## config.mk

```make
export PLATFORM = sky130hd
export DESIGN_NAME = phase_step_ctrl
export DESIGN_NICKNAME = d
export VERILOG_FILES = /design/src/rtl/phs_pkg.sv /design/src/rtl/phs_target_reg.sv /design/src/rtl/phs_step_seq.sv /design/src/rtl/phs_stall_timer.sv /design/src/rtl/phase_step_ctrl.sv
export SDC_FILE = /design/constraint.sdc
export NUM_CORES = 1
export LEC_CHECK = 0
export BUFFER_PORTS_ARGS = -buffer_cell sky130_fd_sc_hd__buf_2
export CORE_MARGIN = 3
export CORE_UTILIZATION = 55
export DETAILED_ROUTE_END_ITERATION = 12
export GPL_ROUTABILITY_DRIVEN = 1
export HOLD_SLACK_MARGIN = 0.02
export PLACE_DENSITY = 0.83
export SLEW_MARGIN = 20
export SYNTH_ARGS = -nofsm -noshare
export SYNTH_HDL_FRONTEND = slang
export SYNTH_SLANG_ARGS = --single-unit
```

## constraint.sdc

```tcl
create_clock -name clk -period 4 [get_ports clk]
set_input_delay 0.6 -clock clk [delete_from_list [all_inputs] [get_ports clk]]
set_output_delay 0.6 -clock clk [all_outputs]
set_load 0.01 [all_outputs]
```

## src/rtl/phs_pkg.sv

```systemverilog
// Package: shared types for the phase step controller.
// Assumes nothing beyond a two-state sequencer.
package phs_pkg;

    // Sequencer state: idle (no step outstanding) or waiting for acknowledge.
    typedef enum logic {
        PHS_IDLE = 1'b0,
        PHS_WAIT = 1'b1
    } phs_state_e;

endpackage

```

## src/rtl/phs_target_reg.sv

```systemverilog
// Module: phs_target_reg
// Holds the software target position and clamps every written value into
// the symmetric legal window -POS_LIMIT..+POS_LIMIT.
// Assumes POS_LIMIT fits in a positive POS_W-bit two's-complement number.
module phs_target_reg #(
    parameter int POS_W     = 13,
    parameter int POS_LIMIT = 1970
) (
    input  logic                    clk,
    input  logic                    rst_n,
    input  logic                    wr,
    input  logic signed [POS_W-1:0] wdata,
    output logic signed [POS_W-1:0] tgt
);

    localparam logic signed [POS_W-1:0] LIM_HI = POS_W'(POS_LIMIT);
    localparam logic signed [POS_W-1:0] LIM_LO = -LIM_HI;

    logic signed [POS_W-1:0] clamped;

    // Saturate the written value into the legal window.
    always_comb begin
        if (wdata > LIM_HI) begin
            clamped = LIM_HI;
        end else if (wdata < LIM_LO) begin
            clamped = LIM_LO;
        end else begin
            clamped = wdata;
        end
    end

    // Store the clamped target on each write.
    always_ff @(posedge clk) begin
        if (!rst_n) begin
            tgt <= '0;
        end else if (wr) begin
            tgt <= clamped;
        end
    end

endmodule

```

## src/rtl/phs_step_seq.sv

```systemverilog
// Module: phs_step_seq
// Issues single-step requests toward the target, one at a time. The module
// waits for the acknowledge of each step before it looks at the target
// again, and it moves the position record by one step per acknowledge.
// Assumes the target is already inside the legal window.
module phs_step_seq #(
    parameter int POS_W = 13
) (
    input  logic                    clk,
    input  logic                    rst_n,
    input  logic signed [POS_W-1:0] tgt,
    input  logic                    done,
    output logic                    step_en,
    output logic                    step_inc,
    output logic                    busy,
    output logic signed [POS_W-1:0] pos
);

    import phs_pkg::*;

    phs_state_e state_q;

    // Step handshake: issue a pulse, hold the direction, update on acknowledge.
    always_ff @(posedge clk) begin
        if (!rst_n) begin
            state_q  <= PHS_IDLE;
            pos      <= '0;
            step_en  <= 1'b0;
            step_inc <= 1'b0;
        end else begin
            step_en <= 1'b0;
            case (state_q)
                PHS_IDLE: begin
                    if (tgt != pos) begin
                        step_en  <= 1'b1;
                        step_inc <= (tgt > pos);
                        state_q  <= PHS_WAIT;
                    end
                end
                PHS_WAIT: begin
                    if (done) begin
                        pos     <= step_inc ? pos + POS_W'(1) : pos - POS_W'(1);
                        state_q <= PHS_IDLE;
                    end
                end
                default: state_q <= PHS_IDLE;
            endcase
        end
    end

    // A step is outstanding whenever the sequencer is waiting.
    assign busy = (state_q == PHS_WAIT);

endmodule

```

## src/rtl/phs_stall_timer.sv

```systemverilog
// Module: phs_stall_timer
// Counts wait cycles of the outstanding step. It raises a sticky stall
// flag when the acknowledge is later than the programmed limit.
// Assumes 'waiting' is high from the request cycle through the acknowledge cycle.
module phs_stall_timer #(
    parameter int TMO_W = 16
) (
    input  logic             clk,
    input  logic             rst_n,
    input  logic             waiting,
    input  logic             done,
    input  logic [TMO_W-1:0] limit,
    output logic             stall
);

    logic [TMO_W-1:0] cnt_q;
    logic [TMO_W:0]   cnt_next;

    // Cycles waited including the current one.
    assign cnt_next = {1'b0, cnt_q} + {{TMO_W{1'b0}}, 1'b1};

    // Wait counter: cleared while idle, saturating while waiting.
    always_ff @(posedge clk) begin
        if (!rst_n) begin
            cnt_q <= '0;
        end else if (!waiting) begin
            cnt_q <= '0;
        end else if (cnt_q != {TMO_W{1'b1}}) begin
            cnt_q <= cnt_q + 1'b1;
        end
    end

    // Sticky flag: set when the limit is used up without an acknowledge.
    always_ff @(posedge clk) begin
        if (!rst_n) begin
            stall <= 1'b0;
        end else if (waiting && !done && (limit != '0) &&
                     (cnt_next >= {1'b0, limit})) begin
            stall <= 1'b1;
        end
    end

endmodule

```

## src/rtl/phase_step_ctrl.sv

```systemverilog
// Module: phase_step_ctrl (top)
// Drives an incremental phase shifter to a clamped absolute target through
// a request/acknowledge handshake, one step in flight at a time. It flags
// acknowledges that arrive later than a programmable limit.
// Assumes step_done is a single-cycle pulse from the shifter.
module phase_step_ctrl #(
    parameter int POS_W     = 13,
    parameter int POS_LIMIT = 1970,
    parameter int TMO_W     = 16,
    parameter bit STALL_EN  = 1'b1
) (
    input  logic                    clk,
    input  logic                    rst_n,
    input  logic                    tgt_wr,
    input  logic signed [POS_W-1:0] tgt_wdata,
    input  logic [TMO_W-1:0]        tmo_limit,
    input  logic                    step_done,
    output logic                    step_en,
    output logic                    step_inc,
    output logic                    busy,
    output logic                    stall,
    output logic signed [POS_W-1:0] pos_cur,
    output logic signed [POS_W-1:0] pos_tgt
);

    // Clamped target register.
    phs_target_reg #(
        .POS_W     (POS_W),
        .POS_LIMIT (POS_LIMIT)
    ) u_tgt (
        .clk   (clk),
        .rst_n (rst_n),
        .wr    (tgt_wr),
        .wdata (tgt_wdata),
        .tgt   (pos_tgt)
    );

    // Step sequencer.
    phs_step_seq #(
        .POS_W (POS_W)
    ) u_seq (
        .clk      (clk),
        .rst_n    (rst_n),
        .tgt      (pos_tgt),
        .done     (step_done),
        .step_en  (step_en),
        .step_inc (step_inc),
        .busy     (busy),
        .pos      (pos_cur)
    );

    // Optional overdue-acknowledge detection.
    generate
        if (STALL_EN) begin : g_stall
            phs_stall_timer #(
                .TMO_W (TMO_W)
            ) u_tmo (
                .clk     (clk),
                .rst_n   (rst_n),
                .waiting (busy),
                .done    (step_done),
                .limit   (tmo_limit),
                .stall   (stall)
            );
        end else begin : g_no_stall
            logic unused_tmo;
            assign unused_tmo = ^tmo_limit;
            assign stall      = 1'b0;
        end
    endgenerate

endmodule

```

# After elaboration in Yosys (flattened, before gate mapping)
# Cells that the tools add are included.
# op_classes
add_sub_neg	4
n_mul	0
div	0
order_cmp	4
eq_ne	2
n_shift	0
muxes	6
bitwise_logic	2
n_reduce_logical	9
# ops
op	n
$mux W13	3
$add A16 B1 Y17 const B	1
$ge A17 B16 Y1	1
$add A16 B1 Y16 const B	1
$ne A16 B16 Y1 const B	1
$reduce_bool A16 Y1	1
$add A13 B2 Y13 const B	1
$gt A13 B12 Y1 const B	1
$gt A13 B13 Y1	1
$lt A13 B12 Y1 const B	1
$ne A13 B13 Y1	1
$sub A13 B2 Y13 const B	1
$reduce_and A2 Y1	3
$logic_and A1 B1 Y1	3
$mux W1	2
$not A1 Y1	2
$pmux W1 S2	1
$reduce_or A2 Y1	1
$logic_not A1 Y1	1
# word_totals
regBits	46
latchBits	0
ram_bits	0
rom_bits	0
output_inout_bits	30
mem_count	0

# Logic depth before layout (Yosys ltp)
# Gate-level depths: netlist of run 1.
# logic_depth
word_depth	4
ltp_mapped	13

# Modules after synthesis
# A second synthesis of run 1 with hierarchy kept.
# unflattened
hier_cells	416
area_unflattened_um2	3515.9
# by_module_without_submodules
mod	n_inst	cells_per_inst	area_per_inst_um2	seq_area_each_um2
phs_step_seq	1	185	1482.7	320.3
phs_stall_timer	1	155	1313.8	340.3
phs_target_reg	1	76	719.4	260.2

# Worst setup path after synthesis of run 1
# No wires, ideal clock.
# synth_timing
kind	register -> register
startpoint	register g_stall.u_tmo.cnt_q[0]
endpoint	register g_stall.u_tmo.stall
t_arrival_ps	2393
t_required_ps	3874
setup_slack_ps	1482
path_stages_with_launch	14
cell_sequence	dfxtp_1 -> ha_1 -> nand3_1 -> nor2_1 -> and2_1 -> xnor2_1 -> inv_1 -> ha_1 -> a21o_1 -> a21o_1 -> a211oi_1 -> o221ai_1 -> a21oi_1 -> o21ai_0
# synth_via
elab_chain_cells	3
# synth_rtl
item	line	source
from (decl)	phs_stall_timer.sv:16	logic [TMO_W-1:0] cnt_q;
from (signal assigned)	phs_stall_timer.sv:29	cnt_q <= cnt_q + 1'b1;
$add A16 B1 Y17	phs_stall_timer.sv:20	assign cnt_next = {1'b0, cnt_q} + {{TMO_W{1'b0}}, 1'b1};
named net g_stall.u_tmo.cnt_next[10]	phs_stall_timer.sv:17	logic [TMO_W:0] cnt_next;
$ge A17 B16 Y1	phs_stall_timer.sv:38	(cnt_next >= {1'b0, limit})) begin
$logic_and A1 B1 Y1	phs_stall_timer.sv:37	end else if (waiting && !done && (limit != '0) &&
to (signal assigned)	phs_stall_timer.sv:36	stall <= 1'b0;
to (signal assigned)	phs_stall_timer.sv:39	stall <= 1'b1;
to (decl)	phs_stall_timer.sv:13	output logic stall
# The timed path passes the listed nets, and every way through them passes these cells.
# A chain may end at the register's enable or synchronous reset.

# Worst setup path after layout of run 1
# Same ends and word-level chain as after synthesis.

==> summary.txt, run 1 <==
Setup path
  • Max incr delay on CP: 420 ps
  • Critical path launch point type: flip-flop
  • CP Capture Type: flip-flop
  • Crit-path slowest cell: dfxtp_1
  • Delay-heaviest family, CP: compound AO/OA/AOI/OAI gates
  • Crit Path Max Fanout: 5
  • R2R depth: 13
  • Critical Path AT: 3000 ps
  • CP Buf/Inv Count: 1
  • Reg2Reg Setup Slack: 1190 ps
  • Worst Path Required: 4190 ps
  • Ordered list of cells on the worst path: ha_1 > nand3_1 > nor2_1 > and2_1 > xnor2_1 > inv_1 > ha_1 > a21o_1 > a21o_1 > a211oi_1 > o221ai_1 > a21oi_1 > o21ai_0
  • Setup Crit Path Kind: reg2reg
  • FF-to-FF End: g_stall.u_tmo.stall
  • R2r startpoint: g_stall.u_tmo.cnt_q[0]

Place
  • DPL Wire Length: 5820 um
  • Final GP Congestion: slightly above 0.9
  • Area after DPL: between 0.003 and 0.004 mm^2
  • Dpl ws: 1220 ps
  • Buffers on Ports: a little over 60

Routing
  • Drt total wl: 7470 um
  • Final ANT Viol Nets: 0
  • DRC violations left: 0
  • Via Count: slightly below 3,000
  • Drt initial violations: ~250
  • DRT Pass-1 Iters: 4
  • Vias per cell: around 5.7
  • Routed length per instance: 14.3 um

Clocking
  • CTS HTree Levels: 2
  • CTS Buf Count: 5
  • Total setup buffers inserted after CTS: 0
  • Worst skew pair latency: 300 ps
  • Post-CTS Resized: 0
  • CTS tree: built
  • # hold bufs at CTS: 0
  • Clock Path Buffers: 2
  • CTS root buf: clkbuf_8
  • Clock-pin slew on the worst setup and hold paths: 90 ps
  • CTS sink cnt: 46

GRT
  • Initial antenna violation count: 0
  • Total grt overflow: 0
  • First-pass GRT wire length: 12,800 um
  • Total global routing track utilization: a little over a fifth
  • Largest net degree at the start of global routing: 44
  • Vias in the first global route: 2,834

Floorplanning
  • Num ports: 63
  • Core Region: approximately 0.0056 mm^2
  • Die H: 83.5 um
  • Placement Rows: 27
  • Starting Density: 58.5%
  • Horiz. Die Dim: 83.5 um
  • Die area: roughly 0.0070 mm^2

Timing
  • Crit share post-route: 70.1%
  • Final WS setup: 1190 ps
  • Fin. max-slew vios: 0
  • RSZ-0062 raised after global routing: false
  • Final setup vio count: 0
  • Sum of negative setup slack: 0 ps
  • Slew @ Worst Pin: roughly 790 ps
  • Worst slew margin: 47.1%
  • Hold Vio Cnt, Final: 0
  • Max Fclk: 356 MHz
  • Min Clock Period, post-route: 2810 ps
  • Clk_skew: 10.8 ps

Finish
  • Share of layout cells above drive strength 1: 17.0%
  • Reg area: 921 um^2
  • Area Overhead vs Synth: 13.7%
  • Layout Cell Area excl Fill: 0.00375 mm^2
  • Fin nets: 527
  • Fill cells: 487
  • Fin util: 66.5%
  • Antenna cell count: 0
  • Multi-input gate area: around 0.0022 mm^2

Logic synthesis
  • Synth Net Count: roughly 470
  • Synth Warn #: 0
  • Seq/Total Area, Yosys: between 20% and 30%
  • Top_reg_cell synth: dfxtp_1
  • Most frequent cells after synthesis: 46 x dfxtp_1, 44 x inv_1, 42 x ha_1
  • Synth top area share: 27.9%
  • Synth unique cells: 55
  • Post-Synthesis Cells: roughly 400
  • Mapped Area: 0.00330 mm^2
  • Syn_area_per_cell: 8.33 um^2
  • Synth area leaders: dfxtp_1 28%, ha_1 16%, inv_1 5.0%, a21o_1 3.6%, a21oi_1 3.2%
  • Yosys reg bits: 46
  • Most frequent cell after synthesis: dfxtp_1
  • EDFF count, synth: 0
  • Biggest area consumer among synthesized cells: dfxtp_1
  • Async S/R FF share, synth: 0%

Worst hold path
  • Hold Crit Depth: 2
  • WHS Endpoint: u_tgt.tgt[2]
  • Hold/Removal Path Class: reg2reg
  • Hold path start: u_tgt.tgt[2]

Run status
  • Outcome: completed

Power and ir drop
  • Maximum VDD drop: around 260 uV
  • PwrDens: 414 mW/mm^2
  • LEAKAGE: 1.91 nW

Job
  • Max cap viols: 0
==> layout make-up <==
type / instances / share of cell area [%]
Multi-Input combinational cell: 292 / 57.5
Sequential cell: 46 / 24.5
Timing Repair Buffer: 62 / 8.27
Inverter: 44 / 4.40
Tap cell: 72 / 2.40
Clock buffer: 5 / 1.83
Clock inverter: 3 / 1.07
==> cell usage in the layout, fill, tap and decap left out, drive strengths merged, types with 4 or more instances in the layout <==
cell,instances
dfxtp,46
nor2,14
o21ai,21
buf,62
xnor2,12
nand2,21
a21boi,7
and2,7
a21o,16
clkbuf,5
xor2,8
o211ai,10
ha,42
a21oi,22
nor4,6
nand2b,15
and3,10
inv,44
nand4,7
a31oi,8
nand3b,5
nand3,16
and4,4
==> metrics by stage <==
step	hold WS, ps	power (mW)	cells
floorplan	491	1.04	396
finish	510	1.55	524
CTS	503	1.55	524
global route	534	1.67	524
detailed placement	492	1.20	516
global placement	459	1.18	516
==> registers in the layout, indices dropped and copies added, names as in the netlist <==
signal               count
g_stall.u_tmo.cnt_q     16
g_stall.u_tmo.stall      1
u_seq.busy               1
u_seq.pos               13
u_seq.step_en            1
u_seq.step_inc           1
u_tgt.tgt               13
==> power by group <==
group	internal, mW	switching [mW]	total (mW)
sequential	0.499	0.0483	0.548
clock	0.184	0.156	0.340
combinational	0.298	0.370	0.667
total	0.981	0.574	1.55
==> worst max path at each step <==
stage / from / cells past startpoint / end / slack, ps
6_report: g_stall.u_tmo.cnt_q[0] / 13 / g_stall.u_tmo.stall / 1190
5_1_grt: g_stall.u_tmo.cnt_q[0] / 13 / g_stall.u_tmo.stall / 920
4_1_cts: g_stall.u_tmo.cnt_q[0] / 13 / g_stall.u_tmo.stall / 1190
3_5_place_dp: g_stall.u_tmo.cnt_q[0] / 13 / g_stall.u_tmo.stall / 1220
3_3_place_gp: g_stall.u_tmo.cnt_q[0] / 13 / g_stall.u_tmo.stall / 1300
2_1_floorplan: g_stall.u_tmo.cnt_q[0] / 13 / g_stall.u_tmo.stall / 1480
==> cells by family after synthesis <==
group	share of synthesized area (%)
fa+ha+maj	16.5
simple gates	20.4
xor+xnor	5.31
flops	27.9
compound gates	22.2
mux	0.910
buf+inv	6.71
==> routing by layer <==
layer	vias to the layer above	part of all wire, %	GRT usage (%)
met5	-	0	0
met1	1353	48	28.3
met3	10	4.1	4.05
met4	0	1.4	5.26
met2	69	46	37.2
li1	1537	-	-
==> worst min-delay path, delay by kind of cell, from the launching register on <==
family	cells	cell delay [ps]
flip-flops	1	330
AND/OR/NAND/NOR	1	70
AO/OA/AOI/OAI	1	60
Power figures use the tool's default switching activity.
==> run 2: changes to the inputs <==
- clock period: 4 -> 2.73 ns (I/O delays scaled with it)
==> summary.txt, run 2 (same netlist as run 1, synthesis figures left out) <==
Run status
  • Outcome: completed

Clocking
  • Worst skew pair latency: 300 ps
  • CTS root buf: clkbuf_8
  • CTS sink cnt: 46
  • CTS HTree Levels: 2
  • Clock-pin slew on the worst setup and hold paths: 80 ps
  • CTS tree: built
  • Clock Path Buffers: 2
  • # hold bufs at CTS: 0
  • CTS Buf Count: 5

Finish
  • Fill cells: 467
  • Commonest non-fill, non-tap cells in the layout: 62 x buf_2, 44 x inv_1, 44 x dfxtp_1, 41 x ha_1
  • Top Registers: g_stall.u_tmo.cnt_q: 16 flops, u_seq.pos: 13 flops, u_tgt.tgt: 13 flops
  • Fin nets: 530
  • Commonest non-fill, non-tap cell in the layout: buf_2
  • Multi-input gate area: between 0.002 and 0.0025 mm^2
  • Share of layout cells above drive strength 1: approximately a fifth
  • Top reg by flops: g_stall.u_tmo.cnt_q
  • Antenna cell count: 0
  • Layout Cell Area excl Fill: between 0.003 and 0.004 mm^2
  • Area Overhead vs Synth: 15.5%
  • Largest register FFs: 16
  • Reg area: 926 um^2

Routing
  • Drt initial violations: 165
  • Vias per cell: around 5.7
  • DRT Pass-1 Iters: 4
  • Drt total wl: 7570 um
  • Final ANT Viol Nets: 0
  • Routed length per instance: 14.4 um
  • Via Count: 2,996
  • DRC violations left: 0

Job
  • Max cap viols: 0

Timing
  • RSZ-0062 raised after global routing: false
  • Sum of negative setup slack: 0 ps
  • Final WS setup: 145 ps
  • Hold Vio Cnt, Final: 0
  • Slew @ Worst Pin: 647 ps
  • Clk_skew: about 14 ps
  • Worst slew margin: 56.9%
  • Fin. max-slew vios: 0
  • Final setup vio count: 0
  • Max Fclk: ~390 MHz
  • Crit share post-route: 94.7%
  • Min Clock Period, post-route: around 2600 ps

GRT
  • First-pass GRT wire length: between 10,000 and 15,000 um
  • Largest net degree at the start of global routing: between 40 and 50
  • Initial antenna violation count: 0
  • Total global routing track utilization: a little over a fifth
  • Total grt overflow: 0
  • Vias in the first global route: 2,872

Setup path
  • Setup Crit Path Kind: reg2reg
  • Critical path destination: g_stall.u_tmo.stall
  • Most used cell, CP: a21o_1
  • R2R depth: 13
  • Critical Path AT: 2770 ps
  • Crit-path slowest cell: dfxtp_4
  • Ordered list of cells on the worst path: ha_2 > nand3_2 > nor2_4 > and2_4 > xnor2_2 > inv_1 > ha_1 > a21o_1 > a21o_1 > a211oi_2 > o221ai_1 > a21oi_1 > o21ai_0
  • R2r startpoint: g_stall.u_tmo.cnt_q[0]
  • CP Capture Type: flip-flop
  • CP startpoint: g_stall.u_tmo.cnt_q[0]
  • CP Buf/Inv Count: 1
  • Worst Path Required: just under 3000 ps
  • Delay-heaviest family, CP: compound AO/OA/AOI/OAI gates
  • Critical path launch point type: flip-flop
  • FF-to-FF End: g_stall.u_tmo.stall
  • Max incr delay on CP: 380 ps
  • Reg2Reg Setup Slack: 150 ps
  • Crit Path Max Fanout: 5
  • Levels on crit path: 13

Floorplanning
  • Die H: 83.5 um
  • Die area: approximately 0.007 mm^2
  • Core Region: ~0.0056 mm^2
  • Placement Rows: 27
  • Starting Density: 58.5%
  • Num ports: between 60 and 70
  • Horiz. Die Dim: 83.5 um

Power and ir drop
  • Logic pwr share: 42.5%
  • Sequential power share: 35.4%
  • Pint: approximately 1.4 mW
  • Clk pwr share: 22.0%
  • Tot Pwr: 2.26 mW
  • LEAKAGE: 1.92 nW
  • Maximum VDD drop: 353 uV
  • Sw frac: 36.2%
  • Psw: 0.820 mW
  • PwrDens: 594 mW/mm^2

Worst hold path
  • Hold/Removal Path Class: in2reg
  • Hold path start: tgt_wdata[8]

Place
  • Buffers on Ports: 62
  • Area after DPL: 0.00367 mm^2
  • Final GP Congestion: 0.976
  • Dpl ws: between 15 and 20 ps
  • DPL Wire Length: 5730 um
==> run 2: changes by cell type in the layout (fill, tap and decap cells not counted), sizes merged <==
cell	before	now
clkinv	2	0
buf	62	65
clkbuf	5	7
==> run 2: worst min path at each step <==
stage,to,slack (ps),cells after the start
2_1_floorplan,u_seq.pos[12],490,2
3_3_place_gp,u_seq.pos[12],460,2
3_5_place_dp,u_seq.pos[12],480,2
4_1_cts,u_tgt.tgt[7],390,3
5_1_grt,u_tgt.tgt[8],410,3
6_report,u_tgt.tgt[8],400,3
==> run 2: tightest hold or removal path, stage by stage <==
cell,delay (ps)
buf_2,110
nand2b_1,60
a31oi_1,70
==> run 2: layout make-up <==
class	count	area share [%]
inverters	44	4.33
flip-flops and latches	46	24.3
repair buffers	65	8.74
multi-input cells	292	57.5
clock inverters	1	0.788
well taps	72	2.36
clock buffers	7	2.00
==> run 2: per-layer routing <==
metal  up-vias  global-route usage (%)  wire, um
li1       1540                       -         -
met1      1382                    29.8      3640
met2        70                    36.3      3520
met3         4                    3.65       357
met4         0                    4.39        44
met5         -                       0         0
==> run 2: power groups by stage <==
stage                     clock network [mW]  logic, mW  registers (mW)
after floorplan                            0      0.705           0.823
after global placement                     0      0.922           0.812
after detailed placement                   0      0.945           0.816
after CTS                              0.513      0.957           0.800
after global routing                   0.529       1.09           0.810
final                                  0.499      0.962           0.801
==> run 2: timing repair <==
item                       4_1_cts  5_1_grt
pin swaps                        0        1
cloned                           0        0
setup endpoints to repair        1        1
hold endpoints to repair         0        0
gates resized for setup          2        9
setup buffers                    0        0
==> run 2: per-stage QoR <==
step | std cells | util, % | hold WS, ps
final | 527 | 67.5 | 399
after global routing | 527 | 67.5 | 406
after CTS | 527 | 66.9 | 393
after detailed placement | 519 | 65.0 | 485
after global placement | 519 | 65.0 | 460
after floorplan | 396 | - | 491
==> run 3: changes to the inputs <==
- ABC_AREA: not set -> 1
- CORE_UTILIZATION: 55 -> 40
- PLACE_DENSITY: 0.83 -> 0.65
==> summary.txt, run 3 <==
Run status
  • Outcome: completed

Timing
  • Min Clock Period, post-route: 2410 ps
  • Fin. max-slew vios: 0
  • Final WS setup: 323 ps
  • Slew @ Worst Pin: approximately 850 ps
  • RSZ-0062 raised after global routing: false
  • Sum of negative setup slack: 0 ps
  • Clk_skew: 19.2 ps
  • Final setup vio count: 0
  • Hold Vio Cnt, Final: 0
  • Max Fclk: 415 MHz
  • Worst slew margin: a little over two fifths
  • Crit share post-route: 88.2%

GRT
  • Total global routing track utilization: between 10% and 20%
  • Largest net degree at the start of global routing: 25
  • First-pass GRT wire length: 13,900 um
  • Total grt overflow: 0
  • Initial antenna violation count: 0
  • Vias in the first global route: around 3,000

Power and ir drop
  • LEAKAGE: between 2 and 2.5 nW
  • Maximum VDD drop: 261 uV
  • PwrDens: 498 mW/mm^2

Setup path
  • Worst Path Required: 2880 ps
  • R2R depth: 19
  • Crit Path Max Fanout: 4
  • CP Capture Type: flip-flop
  • Critical Path AT: 2560 ps
  • R2r startpoint: g_stall.u_tmo.cnt_q[0]
  • Reg2Reg Setup Slack: 320 ps
  • Critical path launch point type: flip-flop
  • FF-to-FF End: g_stall.u_tmo.stall
  • Setup Crit Path Kind: reg2reg

Worst hold path
  • Hold Crit Depth: 3
  • Hold path start: tgt_wdata[1]
  • Hold/Removal Path Class: in2reg
  • WHS Endpoint: u_tgt.tgt[1]

Job
  • Max cap viols: 0

Place
  • Cell count after placement: 659
  • Area after DPL: 0.00381 mm^2
  • Buffers on Ports: 62
  • Final GP Congestion: roughly 0.9
  • Dpl ws: 350 ps
  • DPL Wire Length: 6750 um

Clocking
  • Worst skew pair latency: roughly 300 ps
  • Clock Path Buffers: 2
  • # hold bufs at CTS: 0
  • CTS Buf Count: 5
  • CTS HTree Levels: 2
  • CTS root buf: clkbuf_8
  • CTS sink cnt: 46
  • CTS tree: built
  • Total setup buffers inserted after CTS: 0
  • Post-CTS Resized: 0
  • Clock-pin slew on the worst setup and hold paths: 90 ps

Finish
  • Top Registers: g_stall.u_tmo.cnt_q: 16 flops, u_seq.pos: 13 flops, u_tgt.tgt: 13 flops
  • Largest register FFs: 16
  • Commonest non-fill, non-tap cell in the layout: nand2_1
  • Commonest non-fill, non-tap cells in the layout: 110 x nand2_1, 87 x inv_1, 62 x buf_2, 54 x a21oi_1, 46 x dfxtp_1
  • Area Overhead vs Synth: 15.1%
  • Fin nets: 640
  • Final std cells w/o fill: 667
  • Top reg by flops: g_stall.u_tmo.cnt_q
  • Fin util: 48.9%
  • Layout Cell Area excl Fill: slightly below 0.004 mm^2
  • Antenna cell count: 0
  • Share of layout cells above drive strength 1: around 15%

Logic synthesis
  • Most frequent cell after synthesis: nand2_1
  • Most frequent cells after synthesis: 110 x nand2_1, 87 x inv_1, 54 x a21oi_1
  • Mux contribution to synthesized area: 0%
  • Synth unique cells: 34
  • Synth Warn #: 0
  • Synth Area in Adders: 16.1%
  • Yosys reg bits: 46
  • Async S/R FF share, synth: 0%
  • EDFF count, synth: 0
  • XOR/XNOR Fraction of Synth Area: under 10%
  • Post-Synthesis Cells: 500
  • Synth top area share: ~27%
  • Largest family of logic cells by synthesized area: simple AND/OR/NAND/NOR gates
  • Post-Synth Simple-Gate Area: between 20% and 30%
  • Synth area leaders: dfxtp_1 27%, ha_1 16%, nand2_1 12%, inv_1 9.6%, a21oi_1 8.0%
  • Seq/Total Area, Yosys: 27.2%
  • Synth Net Count: 576
  • Syn_area_per_cell: 6.78 um^2
  • Top_reg_cell synth: dfxtp_1
  • Synth Area in Compound Gates: 15.7%
  • Biggest area consumer among synthesized cells: dfxtp_1
  • Mapped Area: 0.00339 mm^2

Floorplanning
  • Die area: just under 0.01 mm^2
  • Num ports: 63
  • Core Region: 0.00797 mm^2
  • Starting Density: 42.5%
  • Horiz. Die Dim: 98.0 um
  • Die H: 98.0 um
  • Placement Rows: 32

Routing
  • Via Count: 3,303
  • Drt initial violations: 172
  • Routed length per instance: 12.6 um
  • Final ANT Viol Nets: 0
  • Drt total wl: approximately 8400 um
  • Vias per cell: 4.95
  • DRC violations left: 0
  • DRT Pass-1 Iters: 4
==> run 3: cell count changes after synthesis, sizes merged, moves of 7 or more <==
cell | previous run | this run
and3 | 10 | 0
nand2 | 21 | 112
nor3 | 3 | 10
and2 | 7 | 0
o211ai | 10 | 2
a21o | 16 | 1
a21oi | 22 | 55
xnor2 | 12 | 5
a21boi | 7 | 0
nor2 | 14 | 45
inv | 44 | 88
clkbuf | 12 | 5
nand2b | 15 | 0
==> run 3: logic make-up (layout without fill, tap and decap cells) <==
logic type	after synthesis	in the layout
AOI/OAI and AO/OA	97	97
and+or+nand+nor	200	200
xor gates and xnor gates	18	18
DFF	46	46
buffers and inverters	96	161
adders and majority gates	43	43
==> run 3: critical path, stage by stage, from the launching register on <==
cell and delay, ps:
dfxtp_1 410, ha_1 210, nand3_1 130, inv_1 130
nand2_1 100, xor2_1 210, inv_1 80, ha_1 290
nand2_1 90, inv_1 50, nand2_1 60, nand2_1 50
nor2_1 90, nand2_1 60, nand2_1 50, nand2_1 50
nand2_1 50, nand2_1 50, nand2_1 60, a21oi_1 50
==> run 3: final cells by class <==
cell class / count / area (um^2)
fill: 834 / 4070
multi-input combinational: 358 / 2100
sequential: 46 / 921
inverter: 90 / 338
timing repair buffer: 63 / 318
tap: 102 / 128
clock buffer: 7 / 86.3
clock inverter: 1 / 5.00
==> run 3: how the worst max path moves through the flow <==
stage,endpoint,cells after the start,start,slack [ps]
5_1_grt,g_stall.u_tmo.stall,19,g_stall.u_tmo.cnt_q[0],30
4_1_cts,g_stall.u_tmo.stall,19,g_stall.u_tmo.cnt_q[0],320
6_report,g_stall.u_tmo.stall,19,g_stall.u_tmo.cnt_q[0],320
2_1_floorplan,g_stall.u_tmo.stall,19,g_stall.u_tmo.cnt_q[0],620
3_5_place_dp,g_stall.u_tmo.stall,19,g_stall.u_tmo.cnt_q[0],350
3_3_place_gp,g_stall.u_tmo.stall,19,g_stall.u_tmo.cnt_q[0],460
==> run 3: stage by stage <==
| stage | power (mW) | hold slack [ps] |
|---|---|---|
| after floorplan | 1.31 | 473 |
| final | 1.94 | 393 |
| after global placement | 1.50 | 462 |
| after detailed placement | 1.51 | 450 |
| after CTS | 1.95 | 387 |
| after global routing | 2.09 | 407 |
==> run 3: metal layers <==
layer / wire length (um) / global-route usage (%)
met2: 3660 / 26.6
met5: 0 / 0
met3: 444 / 3.14
met1: 4160 / 25.0
met4: 116 / 4.69
==> run 3: power by group <==
part / total [mW] / switching (mW) / internal (mW)
logic: 0.747 / 0.460 / 0.287
clock network: 0.438 / 0.233 / 0.205
registers: 0.758 / 0.0446 / 0.714
